===== src/rtl/nap_pkg.sv =====
package nap_pkg;
  typedef enum logic [1:0] {
    NAP_RUN  = 2'd0,
    NAP_IRQ  = 2'd1,
    NAP_EVT  = 2'd2,
    NAP_WAKE = 2'd3
  } nap_state_e;
endpackage


===== src/rtl/nap_irq_eval.sv =====
module nap_irq_eval #(
  parameter int N_IRQ  = 8,
  parameter int PRIO_W = 3
) (
  input  logic                      clk,
  input  logic                      rst_n,
  input  logic [N_IRQ-1:0]          irq_en_i,
  input  logic [N_IRQ-1:0]          irq_pend_i,
  input  logic [N_IRQ*PRIO_W-1:0]   irq_prio_i,
  input  logic [PRIO_W-1:0]         cur_prio_i,
  output logic                      any_beat_o,
  output logic                      any_new_o
);
  logic [N_IRQ-1:0] beat_v;
  logic [N_IRQ-1:0] new_v;
  logic [N_IRQ-1:0] pend_q;

  always_ff @(posedge clk or negedge rst_n) begin
    if (!rst_n) pend_q <= '0;
    else        pend_q <= irq_pend_i;
  end

  // per-line qualification: enabled, pending, strictly more urgent
  for (genvar g = 0; g < N_IRQ; g++) begin : g_line
    logic [PRIO_W-1:0] line_prio;
    assign line_prio = irq_prio_i[g*PRIO_W +: PRIO_W];
    assign beat_v[g] = irq_en_i[g] & irq_pend_i[g] & (line_prio < cur_prio_i);
    assign new_v[g]  = irq_pend_i[g] & ~pend_q[g];
  end

  assign any_beat_o = |beat_v;
  assign any_new_o  = |new_v;
endmodule


===== src/rtl/nap_evt_latch.sv =====
module nap_evt_latch (
  input  logic clk,
  input  logic rst_n,
  input  logic set_i,
  input  logic consume_i,
  output logic evt_q_o
);
  // consumption outranks a same-cycle set: the event is used by this wake
  always_ff @(posedge clk or negedge rst_n) begin
    if (!rst_n)         evt_q_o <= 1'b0;
    else if (consume_i) evt_q_o <= 1'b0;
    else if (set_i)     evt_q_o <= 1'b1;
  end
endmodule


===== src/rtl/nap_fsm.sv =====
module nap_fsm
  import nap_pkg::*;
(
  input  logic       clk,
  input  logic       rst_n,
  input  logic       wait_irq_i,
  input  logic       wait_evt_i,
  input  logic       exc_ret_i,
  input  logic       exit_nap_en_i,
  input  logic       deep_en_i,
  input  logic       irq_wake_i,
  input  logic       evt_now_i,
  output nap_state_e state_o,
  output logic       deep_o,
  output logic       wake_o,
  output logic       consume_o
);
  nap_state_e state_q, state_d;
  logic       deep_q, deep_d;
  logic       wake_d;

  always_comb begin
    state_d   = state_q;
    deep_d    = deep_q;
    wake_d    = 1'b0;
    consume_o = 1'b0;
    unique case (state_q)
      NAP_RUN: begin
        deep_d = 1'b0;
        if (wait_irq_i || (exc_ret_i && exit_nap_en_i)) begin
          state_d = NAP_IRQ;
          deep_d  = deep_en_i;
        end else if (wait_evt_i) begin
          if (evt_now_i) begin
            consume_o = 1'b1;
          end else begin
            state_d = NAP_EVT;
            deep_d  = deep_en_i;
          end
        end
      end
      NAP_IRQ: begin
        if (irq_wake_i) begin
          state_d = NAP_WAKE;
          wake_d  = 1'b1;
        end
      end
      NAP_EVT: begin
        if (irq_wake_i || evt_now_i) begin
          state_d   = NAP_WAKE;
          wake_d    = 1'b1;
          consume_o = 1'b1;
        end
      end
      NAP_WAKE: begin
        state_d = NAP_RUN;
        deep_d  = 1'b0;
      end
      default: state_d = NAP_RUN;
    endcase
  end

  always_ff @(posedge clk or negedge rst_n) begin
    if (!rst_n) begin
      state_q <= NAP_RUN;
      deep_q  <= 1'b0;
      wake_o  <= 1'b0;
    end else begin
      state_q <= state_d;
      deep_q  <= deep_d;
      wake_o  <= wake_d;
    end
  end

  assign state_o = state_q;
  assign deep_o  = deep_q;
endmodule


===== src/rtl/pwr_nap_ctrl.sv =====
module pwr_nap_ctrl
  import nap_pkg::*;
#(
  parameter int N_IRQ  = 8,
  parameter int PRIO_W = 3
) (
  input  logic                     clk,
  input  logic                     rst_n,
  input  logic                     wait_irq_i,
  input  logic                     wait_evt_i,
  input  logic                     exc_ret_i,
  input  logic                     exit_nap_en_i,
  input  logic                     pend_evt_en_i,
  input  logic                     deep_en_i,
  input  logic                     irq_mask_i,
  input  logic                     fault_mask_i,
  input  logic                     sev_i,
  input  logic [N_IRQ-1:0]         irq_en_i,
  input  logic [N_IRQ-1:0]         irq_pend_i,
  input  logic [N_IRQ*PRIO_W-1:0]  irq_prio_i,
  input  logic [PRIO_W-1:0]        cur_prio_i,
  output logic                     sleeping_o,
  output logic                     deep_o,
  output logic                     wake_o,
  output logic                     dispatch_ok_o
);
  logic       any_beat, any_new;
  logic       irq_wake, evt_set, evt_q, evt_now, consume;
  nap_state_e state;

  nap_irq_eval #(.N_IRQ(N_IRQ), .PRIO_W(PRIO_W)) u_eval (
    .clk        (clk),
    .rst_n      (rst_n),
    .irq_en_i   (irq_en_i),
    .irq_pend_i (irq_pend_i),
    .irq_prio_i (irq_prio_i),
    .cur_prio_i (cur_prio_i),
    .any_beat_o (any_beat),
    .any_new_o  (any_new)
  );

  assign irq_wake = any_beat & ~fault_mask_i;
  assign evt_set  = sev_i | (pend_evt_en_i & any_new);
  assign evt_now  = evt_q | evt_set;

  nap_evt_latch u_evt (
    .clk       (clk),
    .rst_n     (rst_n),
    .set_i     (evt_set),
    .consume_i (consume),
    .evt_q_o   (evt_q)
  );

  nap_fsm u_fsm (
    .clk           (clk),
    .rst_n         (rst_n),
    .wait_irq_i    (wait_irq_i),
    .wait_evt_i    (wait_evt_i),
    .exc_ret_i     (exc_ret_i),
    .exit_nap_en_i (exit_nap_en_i),
    .deep_en_i     (deep_en_i),
    .irq_wake_i    (irq_wake),
    .evt_now_i     (evt_now),
    .state_o       (state),
    .deep_o        (deep_o),
    .wake_o        (wake_o),
    .consume_o     (consume)
  );

  assign sleeping_o    = (state != NAP_RUN);
  assign dispatch_ok_o = (state == NAP_RUN) & any_beat & ~irq_mask_i & ~fault_mask_i;
endmodule


===== config.mk =====
export PLATFORM = sky130hd
export DESIGN_NAME = pwr_nap_ctrl
export DESIGN_NICKNAME = d
export VERILOG_FILES = /design/src/rtl/nap_pkg.sv /design/src/rtl/nap_irq_eval.sv /design/src/rtl/nap_evt_latch.sv /design/src/rtl/nap_fsm.sv /design/src/rtl/pwr_nap_ctrl.sv
export SDC_FILE = /design/constraint.sdc
export NUM_CORES = 1
export LEC_CHECK = 0
export CORE_MARGIN = 2
export CORE_UTILIZATION = 43
export CTS_BUF_LIST = sky130_fd_sc_hd__clkbuf_4 sky130_fd_sc_hd__clkbuf_8
export CTS_CLUSTER_SIZE = 10
export DETAILED_ROUTE_END_ITERATION = 8
export GPL_ROUTABILITY_DRIVEN = 0
export PLACE_DENSITY_LB_ADDON = 0.15
export SETUP_SLACK_MARGIN = 0.1
export SYNTH_ARGS = -nofsm -noshare
export SYNTH_HDL_FRONTEND = slang
export SYNTH_SLANG_ARGS = --single-unit

===== constraint.sdc =====
create_clock -name clk -period 4.2 [get_ports clk]
set_input_delay 0.84 -clock clk [delete_from_list [all_inputs] [get_ports clk]]
set_output_delay 0.84 -clock clk [all_outputs]
set_load 0.005 [all_outputs]

# Yosys cells after proc, flatten, opt, wreduce, memory -nomap -nowiden
# Cells that the tools add are included.
[totals]
reg_bits = 13
inputBits = 54
output_inout_bits = 4
elab_cells = 90
[op_classes]
n_lt_le_gt_ge = 8
n_eq_ne = 7
mux = 19
bitwise_logic = 41
n_reduce_logical = 10
[ops]
columns = ["op", "n"]
rows = [
  ["bitwise AND 1 bit", 29],
  ["< comparator 3 bit", 8],
  ["OR reduction 8 bit", 2],
  ["2-to-1 mux 1 bit", 10],
  ["2-to-1 mux 2 bit", 5],
  ["inverter 1 bit", 10],
  ["one-hot mux 2 bit (4 select lines)", 1],
  ["one-hot mux 1 bit (2 select lines)", 3],
  ["nonzero test 2 bit", 3],
  ["== test 2 bit (second input constant)", 2],
  ["!= test 2 x 1 -> 1 bit (second input constant)", 2],
  ["AND reduction 4 bit", 1],
  ["!= test 3 x 2 -> 1 bit (second input constant)", 1],
  ["!= test 3 bit (second input constant)", 1],
  ["== test 2 x 1 -> 1 bit (second input constant)", 1],
  ["zero test 2 bit", 1],
  ["logical OR 1 bit", 2],
  ["bitwise OR 1 bit", 2],
  ["logical AND 1 bit", 1],
]

# Depth between registers and ports, before layout
# Gate-level depths: netlist (run 1).
[logic_depth]
ltp_word = 11
mapped_depth = 7
depth_no_buf = 7

# By module
# From an unflattened synthesis (run 1), not the netlist that was laid out.
[unflattened]
cells_unflattened = 109
hier_area_um2 = 1057.3
[by_module_without_submodules]
columns = ["mod", "n_inst", "cells_per_inst", "area_each_um2", "seq_area_each_um2"]
rows = [
  ["nap_irq_eval", 1, 69, 660.6, 200.2],
  ["nap_fsm", 1, 33, 320.3, 100.1],
  ["pwr_nap_ctrl", 1, 5, 41.3, 0.0],
  ["nap_evt_latch", 1, 2, 35.0, 25.0],
]

# Least setup slack after synthesis (run 1)
# OpenSTA, ideal clock, no wires.
[synth_timing]
kind = "input -> output"
startpoint = "input port cur_prio_i[2]"
endpoint = "output port dispatch_ok_o"
t_arrival_ps = 2140
required_time_ps = 3360
slack_ps = 1220
stages = 6
cell_sequence = "inv_1 ha_1 a211oi_1 a22oi_1 a41oi_4 nor3b_1"
[synth_between]
elab_chain_cells = 6
elab_cells_between_ends = 20
classes_between = "order compare: 8; bitwise: 11; reduce/logical: 1"
[synth_rtl]
columns = ["item", "line_no", "source"]
rows = [
  ["from (decl)", "pwr_nap_ctrl.sv:21", "input logic [PRIO_W-1:0] cur_prio_i,"],
  ["< comparator 3 bit", "nap_irq_eval.sv:27", "assign beat_v[g] = irq_en_i[g] & irq_pend_i[g] & (line_prio < cur_prio_i);"],
  ["bitwise AND 1 bit", "nap_irq_eval.sv:27", ""],
  ["OR reduction 8 bit (*)", "nap_irq_eval.sv:31", "assign any_beat_o = |beat_v;"],
  ["bitwise AND 1 bit (*) (3 in series)", "pwr_nap_ctrl.sv:71", "assign dispatch_ok_o = (state == NAP_RUN) & any_beat & ~irq_mask_i & ~fault_mask_i;"],
  ["to (decl)", "pwr_nap_ctrl.sv:25", "output logic dispatch_ok_o"],
]
# Every way passes the cells marked *; elsewhere a longest branch is shown, timed or not.

# Worst setup path in the final report (run 1)
# Same ends and word-level chain as after synthesis.

==> results of run 1 <==
power breakdown:
part           switching [µW]  internal, µW
Combinational             123           150
Clock                    39.5          43.3
Sequential               12.7           151
Total                     175           345
through the flow:
stage | std cells | utilization [%] | instance area [µm²] | hold WS (ns)
CTS | 191 | 74.2 | 1670 | 0.507
global route | 192 | 74.8 | 1690 | 0.537
detailed placement | 187 | 72.9 | 1640 | 0.489
finish | 192 | 74.8 | 1690 | 0.498
global placement | 187 | 72.9 | 1640 | 0.484
floorplan | 102 | - | 1040 | 0.487
cells by family (layout without fill, tap and decap cells):
family,after synthesis,after routing,share of synthesized area (%)
AOI/OAI and AO/OA,36,36,29.1
and+or+nand+nor,15,15,6.27
buffers and inverters,14,76,5.07
adders and majority gates,21,21,25.3
DFF,13,13,31.4
muxes,3,3,2.90
sequential cells by signal, indices dropped and copies added, names as in the netlist:
signal and cells:
u_eval.pend_q 8, u_fsm.deep_o 1, u_evt.evt_q_o 1, u_fsm.state_o 2, u_fsm.wake_o 1
critical path: stages:
cell and delay, ns:
clkdlybuf4s50_1 0.47, inv_2 0.09, ha_1 0.30, a211oi_1 0.24, a22oi_1 0.16, a41oi_4 0.25
nor3b_2 0.18, clkdlybuf4s50_1 0.51
layout by cell type (no fill, tap or decap):
cell | Yosys | layout
a21bo_1 | 1 | 1
ha_1 | 21 | 21
a31oi_1 | 2 | 2
buf_4 | 0 | 1
and2_1 | 1 | 1
o21bai_4 | 1 | 1
nor3b_2 | 0 | 1
o211ai_1 | 8 | 8
dfrtp_1 | 13 | 13
a22oi_1 | 4 | 4
clkdlybuf4s50_1 | 0 | 57
a211oi_1 | 8 | 8
inv_2 | 1 | 2
o21ai_0 | 2 | 2
a21oi_1 | 1 | 1
nand2_1 | 10 | 10
a41oi_4 | 1 | 1
a311oi_1 | 1 | 1
mux2i_1 | 3 | 3
a21boi_1 | 1 | 1
nand2b_1 | 1 | 1
a32o_1 | 1 | 1
o22ai_1 | 4 | 4
clkbuf_4 | 0 | 4
o41ai_2 | 1 | 1
inv_1 | 13 | 12
nor2_1 | 2 | 2
final timing paths:
check / cells after the start / start / end
worst max-delay path: 8 / cur_prio_i[2] / dispatch_ok_o
worst min-delay path: 1 / u_fsm.deep_o / u_fsm.deep_o
worst max register to register: 5 / u_eval.pend_q[1] / u_fsm.state_o[0]
worst min register to register: 1 / u_fsm.deep_o / u_fsm.deep_o
max in group asynchronous: 1 / rst_n / u_fsm.state_o[1]
min in group asynchronous: 1 / rst_n / u_eval.pend_q[1]
routing by layer:
layer / vias to the layer above / wire (µm) / global-route usage, %
met1: 480 / 1090 / 23.9
li1: 514 / - / -
met3: 2 / 179 / 7.06
met2: 33 / 1400 / 39.6
met5: - / 0 / 0
met4: 0 / 9 / 5.13
timing repair:
item	4_1_cts	5_1_grt
setup buffers	0	1
setup endpoints to repair	0	1
gates resized for setup	0	2
hold buffers	0	0
area by class of cell:
cell class,count,share of cell area (%)
clock buffers,4,1.78
inverters,14,3.12
multi-input cells,75,39.4
flip-flops and latches,13,19.3
well taps,28,2.08
repair buffers,58,34.3
==> summary.txt, run 1 <==
post-route ant nets: 0
Max Slew Vio Count: 0
antenna violations before repair: 0
H-tree Lvls: 1
FP Rows: 17
Worst Path Required: 3.36 ns
Syn. warnings: 0
outcome: finished, final reports clean
Peak Freq: 0.258 GHz
RSZ-0062 raised after global routing: no
Total Power: 520 µW
pre-CTS setup slack: 0.141 ns
Slew @ Worst Pin: 0.574 ns
Yosys reg bits: 13
final hold vios: 0
arrival time worst endpoint: 3.03 ns
Worst-path clk slew: 0.07 ns
Final setup viols: 0
ant diodes: 0
vias: 1029
syn_nets: 177
Critical Path Sink Type: output port
Die H: 53.1 µm
Die ar.: 0.00282 mm²
leakage power: 0.000736 µW
maximum fanout along the worst path: 8
final net count: 240
startpoint class of the critical path: input pin
die width: 53.1 µm
P per Cell Area: 308 mW/mm²
Post-synth EDFFs: 0
Synth Instances: 102
I/O Buffers: 57
r2r setup slk: 2.74 ns
first-iteration detailed-routing DRC count: 10
ys flop type: dfrtp_1
share of final-layout standard cells stronger than drive strength 1: 6.71%
Avg WL per Cell: 14.0 µm
largest net degree at the start of global routing: 14
setup TNS: 0 ns
gr ovfl total: 0
critical path class: input pin to output port
count of cell types in the netlist: 24
Root Buffer: clkbuf_4
GRT Util Overall: 21.6%
period utilization: 92.2%
post-synthesis sequential area ratio: 31.4%
Num CTS Buffers: 3
first-pass GRT wire length: 4.34 mm
core area: 0.00225 mm²
insertion delay to the later sink of the worst-skew pair: 0.28 ns
footprint of the multi-input gates: 664 µm²
drt pass-1 iters: 4
Synth top cells by count: 21 x ha_1, 13 x dfrtp_1, 13 x inv_1, 10 x nand2_1
Area growth syn-to-layout: 62.5%
Syn Area/Cell: 10.2 µm²
Via density: 5.36
final setup margin: 0.326 ns
post-synth top area cell: dfrtp_1
Starting Density: 46.0%
relative slew slack: 61.6%
Hold Crit Class: flip-flop to flip-flop
final WL: 2.68 mm
top post-synthesis cells by area: dfrtp_1 31%, ha_1 25%, a211oi_1 5.8%
clock skew: 0.000668 ns
DRC violations left: 0
Clock Tree Buf Depth: 2
clock tree from TritonCTS: built
max-cap violations: 0
vias in the first global route: 1039
Register Area: 325 µm²
Final Critical Period: 3.87 ns
Synth async-reset ratio: 100%
mapped cell area: 0.00104 mm²
share of the synthesized area in the top cell type: 31.4%
cell with the most instances after synthesis: ha_1
Peak VDD IR: 0.327 mV
total clock sinks: 13
Top-Level Pins: 58
Fill cells: 180
post-DP HPWL: 2.31 mm
No activity file was read; power rests on OpenSTA's default activity.
==> inputs of run 2 (changes only) <==
- CORE_MARGIN: 2 -> not set
- CTS_CLUSTER_SIZE: 10 -> 40
==> run 2 against run 1 <==
  * Clock skew up 0.0034 ns
  * Total power up 2.3%
  * Setup slack worse by 0.13 ns
  * Via count up 0.29%
  * Critical path depth unchanged
  * Sequential cell count unchanged
  * Design area down 0.15%
  * Routed wire length up 4.7%
  * Worst hold slack better by 0.0074 ns
  * First-iteration DRC count down 50%
  * Sequential power about the same
  * Sequential share of layout area about the same
  * Largest power group unchanged
  * Highest routed layer is now met3
==> summary.txt, run 2 (same netlist as run 1, synthesis figures left out) <==
Critical Path Sink Type: output port
Min Hold Slack: 0.505 ns (+0.00739 ns)
most frequent cells in the layout: 57 x clkdlybuf4s50_1, 21 x ha_1, 13 x dfrtp_1
insertion delay to the later sink of the worst-skew pair: 0.28 ns (about the same)
antenna violations before repair: 0 (unchanged)
post-DP HPWL: 2.43 mm (+5.3%)
Slew @ Worst Pin: 0.569 ns (-0.00512 ns)
Register Area: 325 µm² (unchanged)
total clock sinks: 13 (unchanged)
commonest non-fill, non-tap cell in the layout: clkdlybuf4s50_1
Peak Freq: 0.250 GHz (-3.3%)
Via density: 5.40 (+0.82%)
Worst-path clk slew: 0.08 ns (about the same)
final net count: 239 (-0.42%)
footprint of the multi-input gates: 669 µm² (+0.75%)
Area growth syn-to-layout: 62.2%
Biggest register: u_eval.pend_q
H-tree Lvls: 1 (unchanged)
GRT Util Overall: 24.4% (+2.8 points)
Worst Path Required: 3.36 ns (about the same)
origin of the worst setup path: cur_prio_i[2]
first-iteration detailed-routing DRC count: 5 (-5)
final setup margin: 0.194 ns (-0.132 ns)
gr ovfl total: 0 (unchanged)
Crit Reg-Reg Endpoint: u_fsm.state_o[1]
slowest CP cell: clkdlybuf4s50_1
max incr delay on CP: 0.52 ns (about the same)
leakage power: 0.000732 µW (-0.56%)
vias in the first global route: 1091 (+5.0%)
r2r setup slk: 2.67 ns (-0.07 ns)
period utilization: 95.4% (+3.1 points)
die width: 51.1 µm (-3.8%)
first-pass GRT wire length: 4.67 mm (+7.6%)
post-route ant nets: 0 (unchanged)
Max Slew Vio Count: 0 (unchanged)
I/O Buffers: 57 (unchanged)
pre-CTS setup slack: 0.0231 ns (-0.118 ns)
maximum fanout along the worst path: 8 (unchanged)
relative slew slack: 62.0% (+0.34 points)
drt pass-1 iters: 4 (unchanged)
worst-case reg-to-reg path depth: 5 (unchanged)
startpoint class of the critical path: input pin
Fill cells: 170 (-5.6%)
final hold vios: 0 (unchanged)
P per Cell Area: 316 mW/mm² (+2.4%)
FP Rows: 17 (unchanged)
CP most frequent cell: clkdlybuf4s50_1
max-cap violations: 0 (unchanged)
ant diodes: 0 (unchanged)
Die H: 51.1 µm (-3.8%)
critical path class: input pin to output port
post_cts resized: 2 (+2)
largest net degree at the start of global routing: 14 (unchanged)
CTS Hold Bufs: 0 (unchanged)
Clock Tree Buf Depth: 2 (unchanged)
clock tree from TritonCTS: built
Top-Level Pins: 58 (unchanged)
core area: 0.00223 mm² (-0.94%)
clock skew: 0.00408 ns (+0.00341 ns)
Root Buffer: clkbuf_4
Final setup viols: 0 (unchanged)
DRC violations left: 0 (unchanged)
Final Critical Period: 4.01 ns (+0.132 ns)
Starting Density: 46.4% (+0.44 points)
FF-to-FF Start: u_eval.pend_q[6]
arrival time worst endpoint: 3.17 ns (+0.14 ns)
RSZ-0062 raised after global routing: no
Num CTS Buffers: 3 (unchanged)
outcome: finished, final reports clean
post-CTS setup buffers: 0 (unchanged)
worst-path cell chain: clkdlybuf4s50_1 > inv_2 > ha_1 > a211oi_2 > a22oi_1 > a41oi_4 > nor3b_2 > clkdlybuf4s50_1
final WL: 2.81 mm (+4.7%)
Hold Crit Class: flip-flop to flip-flop
Total Power: 532 µW (+2.3%)
CP endpoint: dispatch_ok_o
max reg flops: 8 (unchanged)
Peak VDD IR: 0.325 mV (-0.66%)
Die ar.: 0.00261 mm² (-7.4%)
Avg WL per Cell: 14.7 µm (+5.3%)
setup TNS: 0 ns (unchanged)
vias: 1032 (+0.29%)
share of final-layout standard cells stronger than drive strength 1: 6.75% (+0.041 points)
run 2: cell count changes in the layout (fill, tap and decap cells not counted):
cell      delta
a211oi_2     +1
buf_4        -1
a211oi_1     -1
run 2: layer usage:
layer	wire length [µm]	GRT usage [%]	up-vias
li1	-	-	510
met1	1130	26.6	481
met2	1500	45.6	41
met3	182	6.85	0
met4	0	6.02	0
met5	0	0	-
run 2: metrics by stage:
step / std cells / instance area (µm²) / utilization, %
6_report: 191 / 1680 / 75.4
5_1_grt: 191 / 1680 / 75.4
4_1_cts: 191 / 1680 / 75.1
3_5_place_dp: 187 / 1640 / 73.6
3_3_place_gp: 187 / 1640 / 73.6
2_1_floorplan: 102 / 1040 / -
run 2: final cells by class:
class	count	share of cell area, %
Inverter	14	3.12
Multi-Input combinational cell	75	39.8
Clock buffer	4	1.78
Timing Repair Buffer	57	33.9
Sequential cell	13	19.3
Tap cell	28	2.08
run 2: report_power, final:
group	internal (µW)	leakage (µW)	switching (µW)
sequential	151	0.000153	13.5
clock	43.4	0.0000184	39.8
combinational	150	0.000560	134
run 2: how the worst min path moves through the flow:
| stage | from | endpoint | cells past startpoint |
|---|---|---|---|
| 2_1_floorplan | u_fsm.deep_o | u_fsm.deep_o | 1 |
| 4_1_cts | u_fsm.deep_o | u_fsm.deep_o | 1 |
| 3_3_place_gp | u_fsm.deep_o | u_fsm.deep_o | 1 |
| 3_5_place_dp | u_fsm.deep_o | u_fsm.deep_o | 1 |
| 5_1_grt | u_fsm.deep_o | u_fsm.deep_o | 1 |
| 6_report | u_fsm.deep_o | u_fsm.deep_o | 1 |
run 2: critical path: cells and delay by family:
| family | cells | cell delay, ns |
|---|---|---|
| buf+inv | 3 | 1.08 |
| compound gates | 3 | 0.70 |
| fa+ha+maj | 1 | 0.32 |
| simple gates | 1 | 0.22 |
==> inputs of run 3 (changes only) <==
- CORE_UTILIZATION: 43 -> 40
- HOLD_SLACK_MARGIN: not set -> 0.02
- REMOVE_ABC_BUFFERS: not set -> 1
==> run 3 against run 2 <==
  * Core utilization decreased by 6.6 points
  * Design area increased by 0.30%
  * Routed wire length decreased by 5.8%
  * Critical path type unchanged
  * Critical endpoint unchanged
==> summary.txt, run 3 (same netlist as run 1, synthesis figures left out) <==
largest net degree at the start of global routing: 14 (unchanged)
final net count: 240 (+0.42%)
Peak Freq: 0.252 GHz (+0.85%)
post-DP HPWL: 2.25 mm (-7.6%)
final hold vios: 0 (unchanged)
Root Buffer: clkbuf_4
vias in the first global route: 998 (-8.5%)
Die ar.: 0.00280 mm² (+7.2%)
share of final-layout standard cells stronger than drive strength 1: 6.71% (-0.041 points)
max reg flops: 8 (unchanged)
most frequent cells in the layout: 57 x clkdlybuf4s50_1, 21 x ha_1, 13 x dfrtp_1
I/O Buffers: 57 (unchanged)
max-cap violations: 0 (unchanged)
pre-CTS setup slack: 0.0679 ns (+0.0448 ns)
origin of the worst setup path: cur_prio_i[2]
Final setup viols: 0 (unchanged)
Register Area: 325 µm² (unchanged)
Top-Level Pins: 58 (unchanged)
maximum fanout along the worst path: 8 (unchanged)
die width: 52.9 µm (+3.5%)
Clock Tree Buf Depth: 2 (unchanged)
Worst-path clk slew: 0.07 ns (about the same)
FP Rows: 18 (+1)
setup TNS: 0 ns (unchanged)
final WL: 2.65 mm (-5.8%)
Num CTS Buffers: 3 (unchanged)
Die H: 52.9 µm (+3.5%)
Area growth syn-to-layout: 62.7%
clock skew: 0.000803 ns (-0.00328 ns)
worst-case reg-to-reg path depth: 5 (unchanged)
gr ovfl total: 0 (unchanged)
Peak VDD IR: 0.343 mV (+5.6%)
Biggest register: u_eval.pend_q
relative slew slack: 62.4% (+0.43 points)
post-route ant nets: 0 (unchanged)
footprint of the multi-input gates: 664 µm² (-0.75%)
startpoint class of the critical path: input pin
Worst Path Required: 3.36 ns (about the same)
hold path start: u_fsm.deep_o
Max Slew Vio Count: 0 (unchanged)
H-tree Lvls: 1 (unchanged)
final setup margin: 0.228 ns (+0.0338 ns)
Avg WL per Cell: 13.6 µm (-7.3%)
antenna violations before repair: 0 (unchanged)
drt pass-1 iters: 3 (-1)
period utilization: 94.6% (-0.80 points)
arrival time worst endpoint: 3.13 ns (-0.04 ns)
FF-to-FF Start: u_eval.pend_q[6]
P per Cell Area: 310 mW/mm² (-1.8%)
vias: 997 (-3.4%)
Fill cells: 204 (+20%)
outcome: finished, final reports clean
first-iteration detailed-routing DRC count: 8 (+3)
commonest non-fill, non-tap cell in the layout: clkdlybuf4s50_1
Via density: 5.14 (-4.9%)
GRT Util Overall: 21.0% (-3.4 points)
first-pass GRT wire length: 4.06 mm (-13%)
RSZ-0062 raised after global routing: no
DRC violations left: 0 (unchanged)
Hold Path Depth: 1 (unchanged)
Critical Path Sink Type: output port
Starting Density: 42.3% (-4.2 points)
leakage power: 0.000736 µW (+0.57%)
Final Critical Period: 3.97 ns (-0.0338 ns)
Hold Crit Class: flip-flop to flip-flop
insertion delay to the later sink of the worst-skew pair: 0.28 ns (about the same)
clock tree from TritonCTS: built
ant diodes: 0 (unchanged)
critical path class: input pin to output port
core area: 0.00245 mm² (+9.9%)
total clock sinks: 13 (unchanged)
Slew @ Worst Pin: 0.562 ns (-0.00644 ns)
[run 3: worst max-delay path: stages]
cell	delay, ns
clkdlybuf4s50_1	0.47
inv_2	0.09
ha_1	0.30
a211oi_1	0.28
a22oi_1	0.18
a41oi_4	0.26
nor3b_2	0.20
clkdlybuf4s50_1	0.51
[run 3: power breakdown]
part	internal [µW]	switching, µW
Clock	43.4	40.5
Sequential	151	13.0
Combinational	150	125
Total	345	178
[run 3: per-stage QoR]
| step | power [µW] | hold WS (ns) | cells | util [%] | area, µm² |
|---|---|---|---|---|---|
| after floorplan | 321 | 0.487 | 102 | - | 1040 |
| after global placement | 425 | 0.484 | 189 | 67.0 | 1650 |
| after detailed placement | 438 | 0.486 | 189 | 67.0 | 1650 |
| after CTS | 525 | 0.503 | 193 | 68.2 | 1680 |
| after global routing | 572 | 0.532 | 194 | 68.8 | 1690 |
| final | 523 | 0.498 | 194 | 68.8 | 1690 |
[run 3: routing by layer]
layer / track usage (%) / wire length [µm] / vias to the layer above
li1: - / - / 511
met1: 23.1 / 1100 / 450
met2: 37.6 / 1350 / 31
met3: 6.03 / 155 / 5
met4: 7.89 / 36 / 0
met5: 0 / 0 / -
[run 3: timing repair]
action | 4_1_cts | 5_1_grt
endpoints found under the setup margin | 1 | 1
hold buffers | 0 | 0
endpoints found under the hold margin | 0 | 0
pin swaps | 0 | 1
resized for setup | 1 | 1
buffers inserted | 0 | 1
[run 3: worst paths after layout]
| path | to | slack [ns] |
|---|---|---|
| worst max-delay path | dispatch_ok_o | 0.23 |
| worst min-delay path | u_fsm.deep_o | 0.50 |
| worst max register to register | u_fsm.state_o[1] | 2.69 |
| worst min register to register | u_fsm.deep_o | 0.50 |
| max in group asynchronous | u_fsm.state_o[1] | 2.92 |
| min in group asynchronous | u_fsm.deep_o | 0.91 |
[run 3: layout make-up]
type                       instances  share of cell area (%)
sequential                        13                    19.3
tap                               30                    2.22
clock buffer                       4                    1.78
multi-input combinational         75                    39.4
inverter                          14                    3.11
timing repair buffer              58                    34.2
